[src/rtl/useq_pkg.sv]
package useq_pkg;

    localparam int UPC_W = 6;
    localparam int OP_W  = 6;
    localparam int FN_W  = 6;

    typedef logic [UPC_W-1:0] upc_t;
    typedef logic [OP_W-1:0]  op_t;
    typedef logic [FN_W-1:0]  fn_t;

    typedef enum logic [1:0] {SEQ_INC, SEQ_D1, SEQ_D2, SEQ_FETCH} seq_e;
    typedef enum logic [1:0] {PW_NONE, PW_ALWAYS, PW_COND, PW_TRAP} pwr_e;
    typedef enum logic [1:0] {CM_NONE, CM_FETCH, CM_LOAD, CM_STORE} cmem_e;

    // 22-bit microinstruction
    typedef struct packed {
        logic       jsel;
        logic [1:0] psrc;
        pwr_e       pwr;
        cmem_e      cm;
        logic       rwe;
        logic [1:0] rdst;
        logic [1:0] rsrc;
        logic       asx;
        logic [1:0] asy;
        logic       asub;
        logic [1:0] lfn;
        logic [1:0] fcls;
        seq_e       seq;
    } uinstr_t;

    typedef struct packed {
        upc_t upc;
    } seq_st_t;

    // control store layout; ALU routines occupy even/odd pairs
    localparam upc_t A_FETCH = 6'd0,  A_DEC  = 6'd1,  A_LUI  = 6'd2,  A_ADD  = 6'd4;
    localparam upc_t A_SUB   = 6'd6,  A_SLT  = 6'd8,  A_ADDI = 6'd10, A_SLTI = 6'd12;
    localparam upc_t A_AND   = 6'd14, A_OR   = 6'd16, A_XOR  = 6'd18, A_NOR  = 6'd20;
    localparam upc_t A_ANDI  = 6'd22, A_ORI  = 6'd24, A_XORI = 6'd26, A_MEM  = 6'd28;
    localparam upc_t A_LD1   = 6'd29, A_LD2  = 6'd30, A_ST1  = 6'd31, A_J    = 6'd32;
    localparam upc_t A_JR    = 6'd33, A_BR   = 6'd34, A_JAL  = 6'd35, A_SYS  = 6'd36;
    localparam upc_t A_TRAP  = 6'd37;

    localparam op_t OP_RFORM = 6'h00, OP_BLTZ = 6'h01, OP_J    = 6'h02, OP_JAL  = 6'h03;
    localparam op_t OP_BEQ   = 6'h04, OP_BNE  = 6'h05, OP_ADDI = 6'h08, OP_SLTI = 6'h0A;
    localparam op_t OP_ANDI  = 6'h0C, OP_ORI  = 6'h0D, OP_XORI = 6'h0E, OP_LUI  = 6'h0F;
    localparam op_t OP_LD    = 6'h23, OP_ST   = 6'h2B;

    localparam fn_t FN_JR  = 6'h08, FN_SYS = 6'h0C, FN_ADD = 6'h20, FN_SUB = 6'h22;
    localparam fn_t FN_AND = 6'h24, FN_OR  = 6'h25, FN_XOR = 6'h26, FN_NOR = 6'h27;
    localparam fn_t FN_SLT = 6'h2A;

    localparam logic [1:0] PS_JADDR = 2'd0, PS_XREG = 2'd1, PS_ZREG = 2'd2, PS_ALU = 2'd3;
    localparam logic [1:0] RD_RT = 2'd0, RD_RD = 2'd1, RD_LINK = 2'd2;
    localparam logic [1:0] RS_DATA = 2'd0, RS_ZREG = 2'd1, RS_PC = 2'd2;
    localparam logic [1:0] AY_FOUR = 2'd0, AY_YREG = 2'd1, AY_IMM = 2'd2, AY_IMM4 = 2'd3;
    localparam logic [1:0] FC_UPPER = 2'd0, FC_SLT = 2'd1, FC_ARITH = 2'd2, FC_LOGIC = 2'd3;
    localparam logic [1:0] LF_AND = 2'd0, LF_OR = 2'd1, LF_XOR = 2'd2, LF_NOR = 2'd3;

endpackage

[src/rtl/useq_store.sv]
module useq_store
    import useq_pkg::*;
(
    input  upc_t    addr,
    output uinstr_t word
);

    function automatic uinstr_t f_calc(logic [1:0] y, logic s, logic [1:0] lf, logic [1:0] fc);
        uinstr_t u;
        u      = '0;
        u.asx  = 1'b1;
        u.asy  = y;
        u.asub = s;
        u.lfn  = lf;
        u.fcls = fc;
        u.seq  = SEQ_INC;
        return u;
    endfunction

    function automatic uinstr_t f_wb(logic [1:0] dst);
        uinstr_t u;
        u      = '0;
        u.rwe  = 1'b1;
        u.rdst = dst;
        u.rsrc = RS_ZREG;
        u.seq  = SEQ_FETCH;
        return u;
    endfunction

    logic in_alu_wb;
    logic wb_to_rd;

    assign in_alu_wb = (addr > A_LUI) && (addr < A_MEM) && addr[0];
    assign wb_to_rd  = ((addr > A_ADD) && (addr < A_ADDI)) || ((addr > A_AND) && (addr < A_ANDI));

    always_comb begin
        word     = '0;
        word.seq = SEQ_FETCH;
        if (in_alu_wb) begin
            word = f_wb(wb_to_rd ? RD_RD : RD_RT);
        end else begin
            case (addr)
                A_FETCH: begin
                    word.cm   = CM_FETCH;
                    word.asy  = AY_FOUR;
                    word.fcls = FC_ARITH;
                    word.psrc = PS_ALU;
                    word.pwr  = PW_ALWAYS;
                    word.seq  = SEQ_INC;
                end
                A_DEC: begin
                    word.asy  = AY_IMM4;
                    word.fcls = FC_ARITH;
                    word.seq  = SEQ_D1;
                end
                A_LUI:  word = f_calc(AY_IMM,  1'b0, LF_AND, FC_UPPER);
                A_ADD:  word = f_calc(AY_YREG, 1'b0, LF_AND, FC_ARITH);
                A_SUB:  word = f_calc(AY_YREG, 1'b1, LF_AND, FC_ARITH);
                A_SLT:  word = f_calc(AY_YREG, 1'b1, LF_AND, FC_SLT);
                A_ADDI: word = f_calc(AY_IMM,  1'b0, LF_AND, FC_ARITH);
                A_SLTI: word = f_calc(AY_IMM,  1'b1, LF_AND, FC_SLT);
                A_AND:  word = f_calc(AY_YREG, 1'b0, LF_AND, FC_LOGIC);
                A_OR:   word = f_calc(AY_YREG, 1'b0, LF_OR,  FC_LOGIC);
                A_XOR:  word = f_calc(AY_YREG, 1'b0, LF_XOR, FC_LOGIC);
                A_NOR:  word = f_calc(AY_YREG, 1'b0, LF_NOR, FC_LOGIC);
                A_ANDI: word = f_calc(AY_IMM,  1'b0, LF_AND, FC_LOGIC);
                A_ORI:  word = f_calc(AY_IMM,  1'b0, LF_OR,  FC_LOGIC);
                A_XORI: word = f_calc(AY_IMM,  1'b0, LF_XOR, FC_LOGIC);
                A_MEM: begin
                    word     = f_calc(AY_IMM, 1'b0, LF_AND, FC_ARITH);
                    word.seq = SEQ_D2;
                end
                A_LD1: begin
                    word.cm  = CM_LOAD;
                    word.seq = SEQ_INC;
                end
                A_LD2: begin
                    word.rwe  = 1'b1;
                    word.rdst = RD_RT;
                    word.rsrc = RS_DATA;
                end
                A_ST1: word.cm = CM_STORE;
                A_J: begin
                    word.pwr  = PW_ALWAYS;
                    word.psrc = PS_JADDR;
                end
                A_JR: begin
                    word.pwr  = PW_ALWAYS;
                    word.psrc = PS_XREG;
                end
                A_BR: begin
                    word      = f_calc(AY_YREG, 1'b1, LF_AND, FC_ARITH);
                    word.pwr  = PW_COND;
                    word.psrc = PS_ZREG;
                    word.seq  = SEQ_FETCH;
                end
                A_JAL: begin
                    word.pwr  = PW_ALWAYS;
                    word.psrc = PS_JADDR;
                    word.rwe  = 1'b1;
                    word.rdst = RD_LINK;
                    word.rsrc = RS_PC;
                end
                A_SYS: begin
                    word.pwr  = PW_ALWAYS;
                    word.jsel = 1'b1;
                end
                A_TRAP: begin
                    word.pwr  = PW_TRAP;
                    word.jsel = 1'b1;
                end
                default: word.seq = SEQ_FETCH;
            endcase
        end
    end

endmodule

[src/rtl/useq_dispatch.sv]
module useq_dispatch
    import useq_pkg::*;
(
    input  op_t  op,
    input  fn_t  fn,
    output upc_t d1_addr,
    output upc_t d2_addr
);

    always_comb begin
        d1_addr = A_TRAP;
        case (op)
            OP_RFORM: begin
                case (fn)
                    FN_ADD:  d1_addr = A_ADD;
                    FN_SUB:  d1_addr = A_SUB;
                    FN_SLT:  d1_addr = A_SLT;
                    FN_AND:  d1_addr = A_AND;
                    FN_OR:   d1_addr = A_OR;
                    FN_XOR:  d1_addr = A_XOR;
                    FN_NOR:  d1_addr = A_NOR;
                    FN_JR:   d1_addr = A_JR;
                    FN_SYS:  d1_addr = A_SYS;
                    default: d1_addr = A_TRAP;
                endcase
            end
            OP_LUI:  d1_addr = A_LUI;
            OP_ADDI: d1_addr = A_ADDI;
            OP_SLTI: d1_addr = A_SLTI;
            OP_ANDI: d1_addr = A_ANDI;
            OP_ORI:  d1_addr = A_ORI;
            OP_XORI: d1_addr = A_XORI;
            OP_LD,
            OP_ST:   d1_addr = A_MEM;
            OP_J:    d1_addr = A_J;
            OP_JAL:  d1_addr = A_JAL;
            OP_BEQ,
            OP_BNE,
            OP_BLTZ: d1_addr = A_BR;
            default: d1_addr = A_TRAP;
        endcase
    end

    // second table: load/store split
    assign d2_addr = (op == OP_ST) ? A_ST1 : A_LD1;

endmodule

[src/rtl/useq_decode.sv]
module useq_decode
    import useq_pkg::*;
(
    input  uinstr_t    word,
    input  op_t        op,
    input  logic       alu_zero,
    input  logic       alu_neg,
    output logic       pc_write,
    output logic       jump_sel,
    output logic [1:0] pc_src,
    output logic       inst_data,
    output logic       mem_read,
    output logic       mem_write,
    output logic       ir_write,
    output logic       reg_write,
    output logic [1:0] reg_dst,
    output logic [1:0] reg_in_src,
    output logic       alu_src_x,
    output logic [1:0] alu_src_y,
    output logic       add_sub,
    output logic [1:0] logic_fn,
    output logic [1:0] fn_class,
    output logic       trap
);

    logic br_cond;

    always_comb begin
        case (op)
            OP_BEQ:  br_cond = alu_zero;
            OP_BNE:  br_cond = ~alu_zero;
            OP_BLTZ: br_cond = alu_neg;
            default: br_cond = 1'b0;
        endcase
    end

    always_comb begin
        pc_write = 1'b0;
        case (word.pwr)
            PW_ALWAYS: pc_write = 1'b1;
            PW_COND:   pc_write = br_cond;
            PW_TRAP:   pc_write = 1'b1;
            default:   pc_write = 1'b0;
        endcase
    end

    assign trap       = (word.pwr == PW_TRAP);
    assign jump_sel   = word.jsel;
    assign pc_src     = word.psrc;
    assign inst_data  = (word.cm == CM_LOAD) || (word.cm == CM_STORE);
    assign mem_read   = (word.cm == CM_FETCH) || (word.cm == CM_LOAD);
    assign mem_write  = (word.cm == CM_STORE);
    assign ir_write   = (word.cm == CM_FETCH);
    assign reg_write  = word.rwe;
    assign reg_dst    = word.rdst;
    assign reg_in_src = word.rsrc;
    assign alu_src_x  = word.asx;
    assign alu_src_y  = word.asy;
    assign add_sub    = word.asub;
    assign logic_fn   = word.lfn;
    assign fn_class   = word.fcls;

endmodule

[src/rtl/microseq_ctrl.sv]
module microseq_ctrl
    import useq_pkg::*;
(
    input  logic       clk,
    input  logic       rst_n,
    input  logic [5:0] opcode,
    input  logic [5:0] funct,
    input  logic       alu_zero,
    input  logic       alu_neg,
    output logic       pc_write,
    output logic       jump_sel,
    output logic [1:0] pc_src,
    output logic       inst_data,
    output logic       mem_read,
    output logic       mem_write,
    output logic       ir_write,
    output logic       reg_write,
    output logic [1:0] reg_dst,
    output logic [1:0] reg_in_src,
    output logic       alu_src_x,
    output logic [1:0] alu_src_y,
    output logic       add_sub,
    output logic [1:0] logic_fn,
    output logic [1:0] fn_class,
    output logic       trap
);

    seq_st_t st_d, st_q;
    uinstr_t mi;
    upc_t    d1_addr, d2_addr;

    useq_store u_store (
        .addr (st_q.upc),
        .word (mi)
    );

    useq_dispatch u_dispatch (
        .op      (opcode),
        .fn      (funct),
        .d1_addr (d1_addr),
        .d2_addr (d2_addr)
    );

    useq_decode u_decode (
        .word       (mi),
        .op         (opcode),
        .alu_zero   (alu_zero),
        .alu_neg    (alu_neg),
        .pc_write   (pc_write),
        .jump_sel   (jump_sel),
        .pc_src     (pc_src),
        .inst_data  (inst_data),
        .mem_read   (mem_read),
        .mem_write  (mem_write),
        .ir_write   (ir_write),
        .reg_write  (reg_write),
        .reg_dst    (reg_dst),
        .reg_in_src (reg_in_src),
        .alu_src_x  (alu_src_x),
        .alu_src_y  (alu_src_y),
        .add_sub    (add_sub),
        .logic_fn   (logic_fn),
        .fn_class   (fn_class),
        .trap       (trap)
    );

    always_comb begin
        st_d = st_q;
        case (mi.seq)
            SEQ_INC:   st_d.upc = st_q.upc + upc_t'(1);
            SEQ_D1:    st_d.upc = d1_addr;
            SEQ_D2:    st_d.upc = d2_addr;
            default:   st_d.upc = A_FETCH;
        endcase
    end

    // asynchronous reset to the fetch word
    always_ff @(posedge clk or negedge rst_n) begin
        if (!rst_n) st_q <= '0;
        else        st_q <= st_d;
    end


    fetch_then_decode_chk: assert property (@(posedge clk) disable iff (!rst_n)
        (st_q.upc == A_FETCH) |=> (st_q.upc == A_DEC));


    decode_leaves_chk: assert property (@(posedge clk) disable iff (!rst_n)
        (st_q.upc == A_DEC) |=> (st_q.upc != A_DEC && st_q.upc != A_FETCH));


    regwrite_ends_chk: assert property (@(posedge clk) disable iff (!rst_n)
        reg_write |=> (st_q.upc == A_FETCH));


    mem_split_chk: assert property (@(posedge clk) disable iff (!rst_n)
        (st_q.upc == A_MEM) |=> (st_q.upc == A_LD1 || st_q.upc == A_ST1));


    trap_returns_chk: assert property (@(posedge clk) disable iff (!rst_n)
        trap |=> (st_q.upc == A_FETCH && ir_write));

endmodule

[config.mk]
export PLATFORM = sky130hd
export DESIGN_NAME = microseq_ctrl
export DESIGN_NICKNAME = d
export VERILOG_FILES = /design/src/rtl/useq_pkg.sv /design/src/rtl/useq_store.sv /design/src/rtl/useq_dispatch.sv /design/src/rtl/useq_decode.sv /design/src/rtl/microseq_ctrl.sv
export SDC_FILE = /design/constraint.sdc
export NUM_CORES = 1
export LEC_CHECK = 0
export ABC_CLOCK_PERIOD_IN_PS = 3500
export CAP_MARGIN = 20
export CORE_MARGIN = 2
export CORE_UTILIZATION = 50
export CTS_BUF_LIST = sky130_fd_sc_hd__clkbuf_2
export DETAILED_ROUTE_END_ITERATION = 6
export PLACE_DENSITY_LB_ADDON = 0.3
export SLEW_MARGIN = 20
export SYNTH_ARGS = -nofsm -noshare
export SYNTH_HDL_FRONTEND = slang
export SYNTH_SLANG_ARGS = --single-unit
[constraint.sdc]
create_clock -name clk -period 3.5 [get_ports clk]
set_clock_uncertainty 0.2 [all_clocks]
set_input_delay 1.05 -clock clk [delete_from_list [all_inputs] [get_ports clk]]
set_output_delay 1.05 -clock clk [all_outputs]
set_load 0.05 [all_outputs]
# Yosys cells after proc, flatten, opt, wreduce, memory -nomap -nowiden
# Index checks and enable logic that the tools add are counted.
# W data, S select, Z words.
dict set report classes {
  n_reduce_logical 25
  n_div 0
  bitwise 1
  shifts 0
  n_lt_le_gt_ge 6
  n_mux 18
  multipliers 0
  eq_ne 54
  add_sub_neg 1
}
# operator n
set op_table {}
lappend op_table {{$eq A6 B6 Y1 const B} 15}
lappend op_table {{$eq A6 B4 Y1 const B} 12}
lappend op_table {{$pmux W6 S11} 1}
lappend op_table {{$eq A6 B5 Y1 const B} 10}
lappend op_table {{$pmux W6 S9} 1}
lappend op_table {{$pmux W2 S3} 6}
lappend op_table {{$reduce_or A15 Y1} 2}
lappend op_table {{$eq A6 B3 Y1 const B} 4}
lappend op_table {{$mux W22} 1}
lappend op_table {{$reduce_or A7 Y1} 3}
lappend op_table {{$eq A6 B2 Y1 const B} 3}
lappend op_table {{$pmux W6 S3} 1}
lappend op_table {{$eq A6 B1 Y1 const B} 2}
lappend op_table {{$logic_not A6 Y1} 2}
lappend op_table {{$lt A6 B5 Y1 const B} 2}
lappend op_table {{$pmux W3 S4} 1}
lappend op_table {{$reduce_or A2 Y1} 6}
lappend op_table {{$eq A2 B2 Y1 const B} 5}
lappend op_table {{$pmux W5 S2} 1}
lappend op_table {{$reduce_or A8 Y1} 1}
lappend op_table {{$add A6 B1 Y6 const B} 1}
lappend op_table {{$eq A2 B1 Y1 const B} 3}
lappend op_table {{$gt A6 B2 Y1 const B} 1}
lappend op_table {{$gt A6 B3 Y1 const B} 1}
lappend op_table {{13 further kinds} 20}
dict set report word_totals {
  rom_bits 0
  ram_bits 0
  mem_count 0
  ff_bits 6
  word_cells 106
  inputBits 16
  latch_bits 0
}

# Depth between registers and ports, before layout
# Gate-level depths: netlist (run 1).
dict set report depth {
  ltp_word 8
  depth_mapped 10
  depth_no_buf 8
}

# Cells and area by module
# A second synthesis (run 1) with hierarchy kept.
dict set report hier_totals {
  hier_cells 234
  area_unflattened_um2 1639.1
}
# module cells_each instances area_per_inst_um2 seq_area_each_um2
set by_module_without_submodules {}
lappend by_module_without_submodules {useq_store 90 1 566.8 0.0}
lappend by_module_without_submodules {useq_dispatch 78 1 495.5 0.0}
lappend by_module_without_submodules {microseq_ctrl 36 1 352.8 150.1}
lappend by_module_without_submodules {useq_decode 30 1 224.0 0.0}

# Least setup slack after synthesis (run 1)
# Ideal clock, no wire load.
dict set report synth_timing {
  kind {register to output}
  startpoint {reg st_q[1] in the netlist's numbering}
  endpoint {out pc_write}
  n_path_buf 2
  path_stages_with_launch 8
  arrival_time_ns 3.640
  t_required_ns 2.250
  path_slack_ns -1.390
  cell_sequence {dfrtp_1 clkbuf_1 inv_1 ha_1 clkbuf_1 nor2_1 nor4b_1 a311o_1}
}
dict set report synth_between {
  elab_chain_cells 7
}
# item line
set synth_lines {}
lappend synth_lines {{start, declared} microseq_ctrl.sv:28} ;# seq_st_t st_d, st_q;
lappend synth_lines {{start signal, assigned} microseq_ctrl.sv:80} ;# else st_q <= st_d;
lappend synth_lines {{$eq A6 B6 Y1 (tied with other cells)} useq_store.sv:42} ;# case (addr)
lappend synth_lines {{$reduce_or A5 Y1 (no source line) / $logic_and A1 B1 Y1 (equally long branches)} -}
lappend synth_lines {{$pmux W2 S3 / $logic_and A1 B1 Y1 (equally long branches)} {useq_store.sv:42, useq_store.sv:33}}
lappend synth_lines {{$mux W22 *} useq_store.sv:39} ;# if (in_alu_wb) begin
lappend synth_lines {{$eq A2 B2 Y1 / $eq A2 B1 Y1 (equally long branches)} useq_decode.sv:39} ;# case (word.pwr)
lappend synth_lines {{$reduce_or A2 Y1 (no source line)} -}
lappend synth_lines {{$pmux W1 S2 *} useq_decode.sv:39}
lappend synth_lines {{end, declared} microseq_ctrl.sv:10} ;# output logic pc_write,
# Every way passes the cells marked *; elsewhere a longest branch is shown, timed or not.

# Worst setup path after layout (run 1)
dict set report layout_timing {
  startpoint {in opcode[2]}
  endpoint {out pc_write}
}
dict set report layout_between {
  elab_chain_cells 3
}
# item line
set layout_lines {}
lappend layout_lines {{start, declared} microseq_ctrl.sv:6} ;# input logic [5:0] opcode,
lappend layout_lines {{$eq A6 B1 Y1 / $eq A6 B3 Y1 (equally long branches)} useq_decode.sv:29} ;# case (op)
lappend layout_lines {{$pmux W1 S3 *} useq_decode.sv:29}
lappend layout_lines {{$pmux W1 S2 *} useq_decode.sv:39}
# Marks and branches as above.

==> results of run 1 <==
## cell usage after synthesis, types with 3 or more instances
library cell  instances  area, µm²
nand2_1              18       67.6
nor2_1               18       67.6
a21oi_1              13       65.1
clkbuf_1             12       45.0
inv_1                12       45.0
nor3_1               11       55.1
o21ai_0               9       45.0
ha_1                  7       87.6
nand3_1               7       35.0
dfrtp_1               6        150
nand2b_1              4       25.0
nor2b_1               4       25.0
nor4_1                4       25.0
o21a_1                4       30.0
o21bai_1              4       30.0
or2_2                 4       25.0
xor2_1                4       35.0
a211oi_1              3       22.5
and3_1                3       18.8
and3b_1               3       26.3
buf_4                 3       22.5
buf_6                 3       33.8
mux2i_1               3       30.0
nor4b_1               3       26.3
o211ai_1              3       22.5
xnor2_1               3       26.3
## layout make-up
cell class	count	area [µm²]
clock buffers	3	15.0
fillers	228	729
inverters	14	55.1
multi-input cells	179	1330
flip-flops and latches	6	153
well taps	33	41.3
repair buffers	59	683
## stage by stage
step / setup slack [ps] / cells / utilization, %
after CTS: -39.5 / 292 / 74.0
final: 45.9 / 294 / 75.7
after global routing: -26.0 / 294 / 75.7
after detailed placement: -183 / 288 / 72.3
after global placement: -106 / 288 / 72.3
after floorplan: -114 / 218 / -
## worst reg2reg max path, delay by kind of cell, from the launching register on
family | cells | cell delay (ps)
buffers and inverters | 3 | 450
and+or+nand+nor | 1 | 170
AOI/OAI and AO/OA | 3 | 750
DFF | 1 | 460
adders and majority gates | 1 | 240
## what timing repair did
item | CTS | global route
resized for setup | 9 | 11
endpoints found under the setup margin | 3 | 7
setup buffers | 1 | 2
pin swaps | 2 | 4
## cells by family (layout without fill, tap and decap cells)
kind of cell	after synthesis	count (layout)	share of synthesized area, %
AND/OR/NAND/NOR	97	97	36.5
adder cells (fa/ha/maj)	7	7	5.63
XOR/XNOR	7	7	3.94
multiplexers	3	3	1.93
buffers and inverters	33	76	10.4
flip-flops	6	6	9.65
AO/OA/AOI/OAI	65	65	32.0
## metal layers
layer  vias up  part of all wire, %  track usage, %
li1        900                    -               -
met1       851                   42            34.3
met2        68                   52            47.2
met4         0                  2.6            7.62
met3        12                  4.0            1.95
met5         -                    0               0
## power by group through the flow
| stage | registers [mW] | clock network [mW] | logic (mW) |
|---|---|---|---|
| finish | 0.108 | 0.0437 | 1.51 |
| global route | 0.110 | 0.0489 | 1.60 |
| CTS | 0.107 | 0.0443 | 1.48 |
| detailed placement | 0.108 | 0 | 1.45 |
| global placement | 0.107 | 0 | 1.43 |
| floorplan | 0.115 | 0 | 0.932 |
## how the worst max path moves through the flow
stage	cells past startpoint	slack, ps	endpoint	start
finish	6	50	pc_write	opcode[2]
global route	8	-30	alu_src_y[0]	st_q[1]
CTS	5	-40	pc_write	alu_neg
detailed placement	6	-180	pc_write	opcode[2]
global placement	6	-110	pc_write	opcode[2]
floorplan	6	-110	logic_fn[0]	st_q[0]
## cells in the final DEF (no fill, tap or decap), drive strengths merged, types with 4 or more instances in the layout
| cell | count |
|---|---|
| and3 | 4 |
| dlymetal6s2s | 4 |
| o21bai | 4 |
| clkdlybuf4s50 | 9 |
| nand2 | 18 |
| nor2b | 5 |
| nand3 | 8 |
| o21ai | 11 |
| nor4 | 5 |
| ha | 7 |
| nor2 | 19 |
| o211ai | 4 |
| nor3 | 13 |
| o21a | 4 |
| buf | 44 |
| a21oi | 13 |
| nand2b | 4 |
| or2 | 4 |
| dfrtp | 6 |
| inv | 14 |
| xor2 | 4 |
==> qor.csv, run 1 <==
stage;metric;value;unit
timing;final-report setup violation count;0;
synth;post-synthesis sequential area ratio;9.65;%
critical_path;crit-path max FO;3;
detailed_routing;drt pass-1 iters;4;
power;PwrDens;732;nW/µm²
finish;Layout Nets;286;
critical_path;WP data arrival;2200;ps
global_routing;GRT Overall Usage;26.6;%
clock_network;CTS sink cnt;6;
critical_path;Worst R2R Start;st_q[1];
critical_path;CP Class;input port to output pin;
timing;hold violation count in the final report;0;
timing;max frequency;290;MHz
critical_path;CP delay by family, top;compound AO/OA/AOI/OAI gates;
global_routing;vias in the first global route;1637;
synth;Syn Std Cell Area;1560;µm²
clock_network;clock buffer count from CTS;3;
flow_run;max cap viols;0;
finish;fin area;2270;µm²
placed_design;RePlAce Congestion;0.995;
timing;setup_tns;0;ps
critical_path;cells on worst reg2reg path;8;
floorplanning;core area;3000;µm²
synth;Synth Flop Type;dfrtp_1;
placed_design;Post-DP Area;2170;µm²
placed_design;dpl hpwl;3.38;mm
floorplanning;Die W;59.8;µm
finish;Largest Register;st_q;
detailed_routing;antenna viol nets, final;0;
power;switching fraction of total power;54.7;%
global_routing;global route total overflow;0;
global_routing;first-pass GRT wire length;7.42;mm
detailed_routing;DRT Wirelength;4.41;mm
synth;Synthesis Warnings;0;
clock_network;clk buf depth;2;
power;worst vdd ir;0.399;mV
critical_path;reg-to-reg endpoint;st_q[3];
finish;Top Registers;st_q x6;
synth;Syn Area/Cell;7.14;µm²
critical_path;Crit. End Element;output pin;
critical_path;max incr delay on CP;410;ps
critical_path;Worst Path Buf+Inv;2;
synth;Synthesized Nets;241;
global_routing;largest net degree at the start of global routing;25;
power;combinational share of power;90.9;%
floorplanning;Initial Util;51.8;%
critical_path;CP Cell Sequence;dlygate4sd2_1, nand2_1, o211ai_1, o21ai_1, a311o_2, buf_8;
power;switching power total;911;µW
clock_network;CTS tree;built;
placed_design;# port buffers;37;
synth;synthesized instance count;218;
clock_network;H-tree lvl count;1;
detailed_routing;routed len/inst;15.0;µm
clock_network;clock latency on the worst-skew pair;200;ps
detailed_routing;drt initial violations;109;
hold_path;Min-Delay Path Depth;3;
finish;Largest register FFs;6;
critical_path;WP data required;2250;ps
synth;Post-synth EDFFs;0;
timing;slew at the pin closest to its max-slew limit;393;ps
synth;Yosys reg bits;6;
finish;Syn-to-layout area delta;46.1;%
critical_path;Worst setup SP type;input port;
critical_path;slowest CP cell;a311o_2;
synth;count of cell types in the netlist;68;
power;Clock power frac;2.6;%
power;Internal;753;µW
clock_network;Reg clk slew, reported paths;50;ps
finish;Antenna diodes;0;
timing;min Tclk post-route;3450;ps
finish;share of layout cells above drive strength 1;30.3;%
floorplanning;num ports;38;
floorplanning;Die Y;59.8;µm
timing;final hold slack;543;ps
global_routing;initial antenna violation count;0;
power;Pleak;0.991;nW
critical_path;r2r setup slk;1090;ps
synth;Synth async-reset ratio;100;%
floorplanning;die area;3580;µm²
hold_path;hold endpoint;st_q[0];
detailed_routing;DRC errors left;0;
power;Tot Pwr;1.66;mW
clock_network;hold bufs inserted after CTS;0;
floorplanning;row cnt;20;
run_status;run status;finished, final reports clean;
timing;Pins Over Slew Limit;0;
clock_network;CTS root buf;clkbuf_2;
timing;Final period util;98.7;%
hold_path;hold wc startpoint;st_q[0];
power;Seq pwr share;6.5;%
timing;Max transition margin;73.7;%
detailed_routing;Vias;1831;
hold_path;Worst Hold Class;register to register;
detailed_routing;Vias/cell;6.23;
Note: power is estimated with default switching activity, not from simulation.
==> inputs of run 2 (changes only) <==
--- a/config.mk
+++ b/config.mk
@@ -8,10 +8,11 @@
 export ABC_CLOCK_PERIOD_IN_PS = 3500
 export CAP_MARGIN = 20
 export CORE_MARGIN = 2
-export CORE_UTILIZATION = 50
+export CORE_UTILIZATION = 28
 export CTS_BUF_LIST = sky130_fd_sc_hd__clkbuf_2
 export DETAILED_ROUTE_END_ITERATION = 6
 export PLACE_DENSITY_LB_ADDON = 0.3
+export SKIP_LAST_GASP = 1
 export SLEW_MARGIN = 20
 export SYNTH_ARGS = -nofsm -noshare
 export SYNTH_HDL_FRONTEND = slang
==> run 2 against run 1 <==
Compared with the run above: largest cell class unchanged; utilization decreased by 33 points; sequential power barely moved; clock-buffer cell count did not move; register-to-register slack better by 180 ps; fmax is 0.19% higher; design area increased by 2.9%; critical path type unchanged; critical endpoint unchanged; critical path depth fell by 1; total power rose by 1.5%.
==> qor.csv, run 2 (same netlist as run 1, synthesis figures left out) <==
stage;metric;value;unit
run_status;run status;finished, final reports clean;
timing;Final period util;98.5;%
flow_run;max cap viols;0;
floorplanning;die area;6170;µm²
critical_path;Worst setup SP type;input port;
placed_design;dpl hpwl;3.50;mm
hold_path;Worst Hold Class;register to register;
power;Clock power frac;2.8;%
detailed_routing;drt initial violations;55;
finish;Antenna diodes;0;
placed_design;# port buffers;37;
timing;hold violation count in the final report;0;
power;worst vdd ir;0.346;mV
finish;Syn-to-layout area delta;50.2;%
timing;Max transition margin;75.1;%
finish;multi-input logic area;1310;µm²
critical_path;reg-to-reg endpoint;st_q[4];
detailed_routing;DRC errors left;0;
critical_path;CP Cell Sequence;clkdlybuf4s50_1, nor4_2, buf_4, a311o_2, buf_8;
finish;fin area;2340;µm²
critical_path;Worst Path Buf+Inv;3;
detailed_routing;Vias;1743;
critical_path;CP Class;input port to output pin;
critical_path;slowest CP cell;clkdlybuf4s50_1;
finish;Top Registers;st_q x6;
global_routing;first-pass GRT wire length;7.38;mm
detailed_routing;routed len/inst;13.2;µm
clock_network;clock buffer count from CTS;3;
placed_design;placed cells;326;
global_routing;vias in the first global route;1568;
clock_network;hold bufs inserted after CTS;0;
power;PwrDens;722;nW/µm²
hold_path;Min-Delay Path Depth;3;
detailed_routing;Vias/cell;5.20;
global_routing;global route total overflow;0;
clock_network;CTS root buf;clkbuf_2;
floorplanning;num ports;38;
timing;setup_tns;0;ps
clock_network;H-tree lvl count;1;
clock_network;CTS sink cnt;6;
critical_path;WP data arrival;2200;ps
clock_network;clk buf depth;2;
detailed_routing;drt pass-1 iters;4;
critical_path;WP data required;2250;ps
detailed_routing;DRT Wirelength;4.41;mm
finish;most frequent cells in the layout;buf_4 (28), nand2_1 (18), nor2_1 (17), buf_12 (15), a21oi_1 (13);
finish;commonest non-fill, non-tap cell in the layout;buf_4;
placed_design;RePlAce Congestion;0.931;
clock_network;CTS tree;built;
power;switching power total;917;µW
timing;slew at the pin closest to its max-slew limit;371;ps
finish;Largest register FFs;6;
power;Tot Pwr;1.69;mW
timing;max frequency;290;MHz
hold_path;hold wc startpoint;st_q[2];
floorplanning;Die W;78.6;µm
hold_path;hold endpoint;st_q[3];
finish;FF/Latch Area;154;µm²
critical_path;r2r setup slk;1270;ps
floorplanning;Initial Util;28.6;%
critical_path;Crit. End Element;output pin;
critical_path;CP delay by family, top;buffers and inverters;
timing;min Tclk post-route;3450;ps
detailed_routing;antenna viol nets, final;0;
placed_design;Post-DP Area;2210;µm²
power;combinational share of power;90.7;%
global_routing;largest net degree at the start of global routing;22;
finish;Layout Utilization;43.0;%
floorplanning;Die Y;78.6;µm
timing;final-report setup violation count;0;
power;Seq pwr share;6.5;%
critical_path;cells on worst reg2reg path;7;
critical_path;max incr delay on CP;490;ps
finish;Fillers;566;
power;switching fraction of total power;54.3;%
finish;post-route insts no fill;335;
finish;Largest Register;st_q;
critical_path;crit-path max FO;2;
global_routing;initial antenna violation count;0;
critical_path;Worst R2R Start;st_q[1];
finish;Layout Nets;288;
timing;Pins Over Slew Limit;0;
floorplanning;row cnt;27;
finish;share of layout cells above drive strength 1;31.6;%
clock_network;Reg clk slew, reported paths;60;ps
global_routing;GRT Overall Usage;14.5;%
power;Internal;772;µW
clock_network;clock latency on the worst-skew pair;220;ps
floorplanning;core area;5440;µm²
power;Pleak;1.02;nW
## run 2: cell count changes in the layout (fill, tap and decap cells not counted), sizes merged
cell	change
buf	+2
clkdlybuf4s50	-1
dlygate4sd2	-1
dlymetal6s2s	+2
## run 2: tightest hold or removal path, stage by stage, from the launching register on
cell and delay (ps):
dfrtp_2 390, buf_4 130, nand2_1 120, o221ai_1 100
## run 2: repair_timing
item / in CTS / in global routing
gates resized for setup: 4 / 19
gates cloned: 0 / 0
pin swaps: 1 / 3
buffers inserted: 0 / 6
setup endpoints to repair: 2 / 9
## run 2: routing by layer
| metal | part of all wire [%] | vias up | wire [µm] | track usage, % |
|---|---|---|---|---|
| met5 | 0 | - | 0 | 0 |
| met4 | 0.70 | 0 | 31 | 4.04 |
| met3 | 3.0 | 4 | 131 | 1.03 |
| met2 | 48 | 40 | 2140 | 23.3 |
| met1 | 48 | 799 | 2120 | 20.6 |
| li1 | - | 900 | - | - |
## run 2: through the flow
step | hold WS [ps] | setup WS, ps
2_1_floorplan | 540 | -114
3_3_place_gp | 562 | -156
3_5_place_dp | 559 | -158
4_1_cts | 561 | -11.0
5_1_grt | 611 | -8.01
6_report | 570 | 52.4
## run 2: worst max path at each step
stage	slack (ps)	cells past startpoint	endpoint	from
6_report	50	5	pc_write	opcode[4]
5_1_grt	-8	9	inst_data	st_q[0]
4_1_cts	-10	5	pc_write	opcode[5]
3_5_place_dp	-160	6	pc_write	opcode[2]
3_3_place_gp	-160	6	pc_write	opcode[2]
2_1_floorplan	-110	6	logic_fn[0]	st_q[0]
## run 2: area by class of cell
type	instances	area share [%]
multi-input cells	179	56.1
well taps	72	3.85
flip-flops and latches	6	6.58
repair buffers	61	30.4
clock buffers	3	0.642
inverters	14	2.35
## run 2: power by group through the flow
| stage | sequential, mW | clock (mW) | combinational (mW) |
|---|---|---|---|
| finish | 0.110 | 0.0473 | 1.53 |
| global route | 0.113 | 0.0536 | 1.63 |
| CTS | 0.112 | 0.0488 | 1.48 |
| detailed placement | 0.113 | 0 | 1.46 |
| global placement | 0.113 | 0 | 1.45 |
| floorplan | 0.115 | 0 | 0.932 |
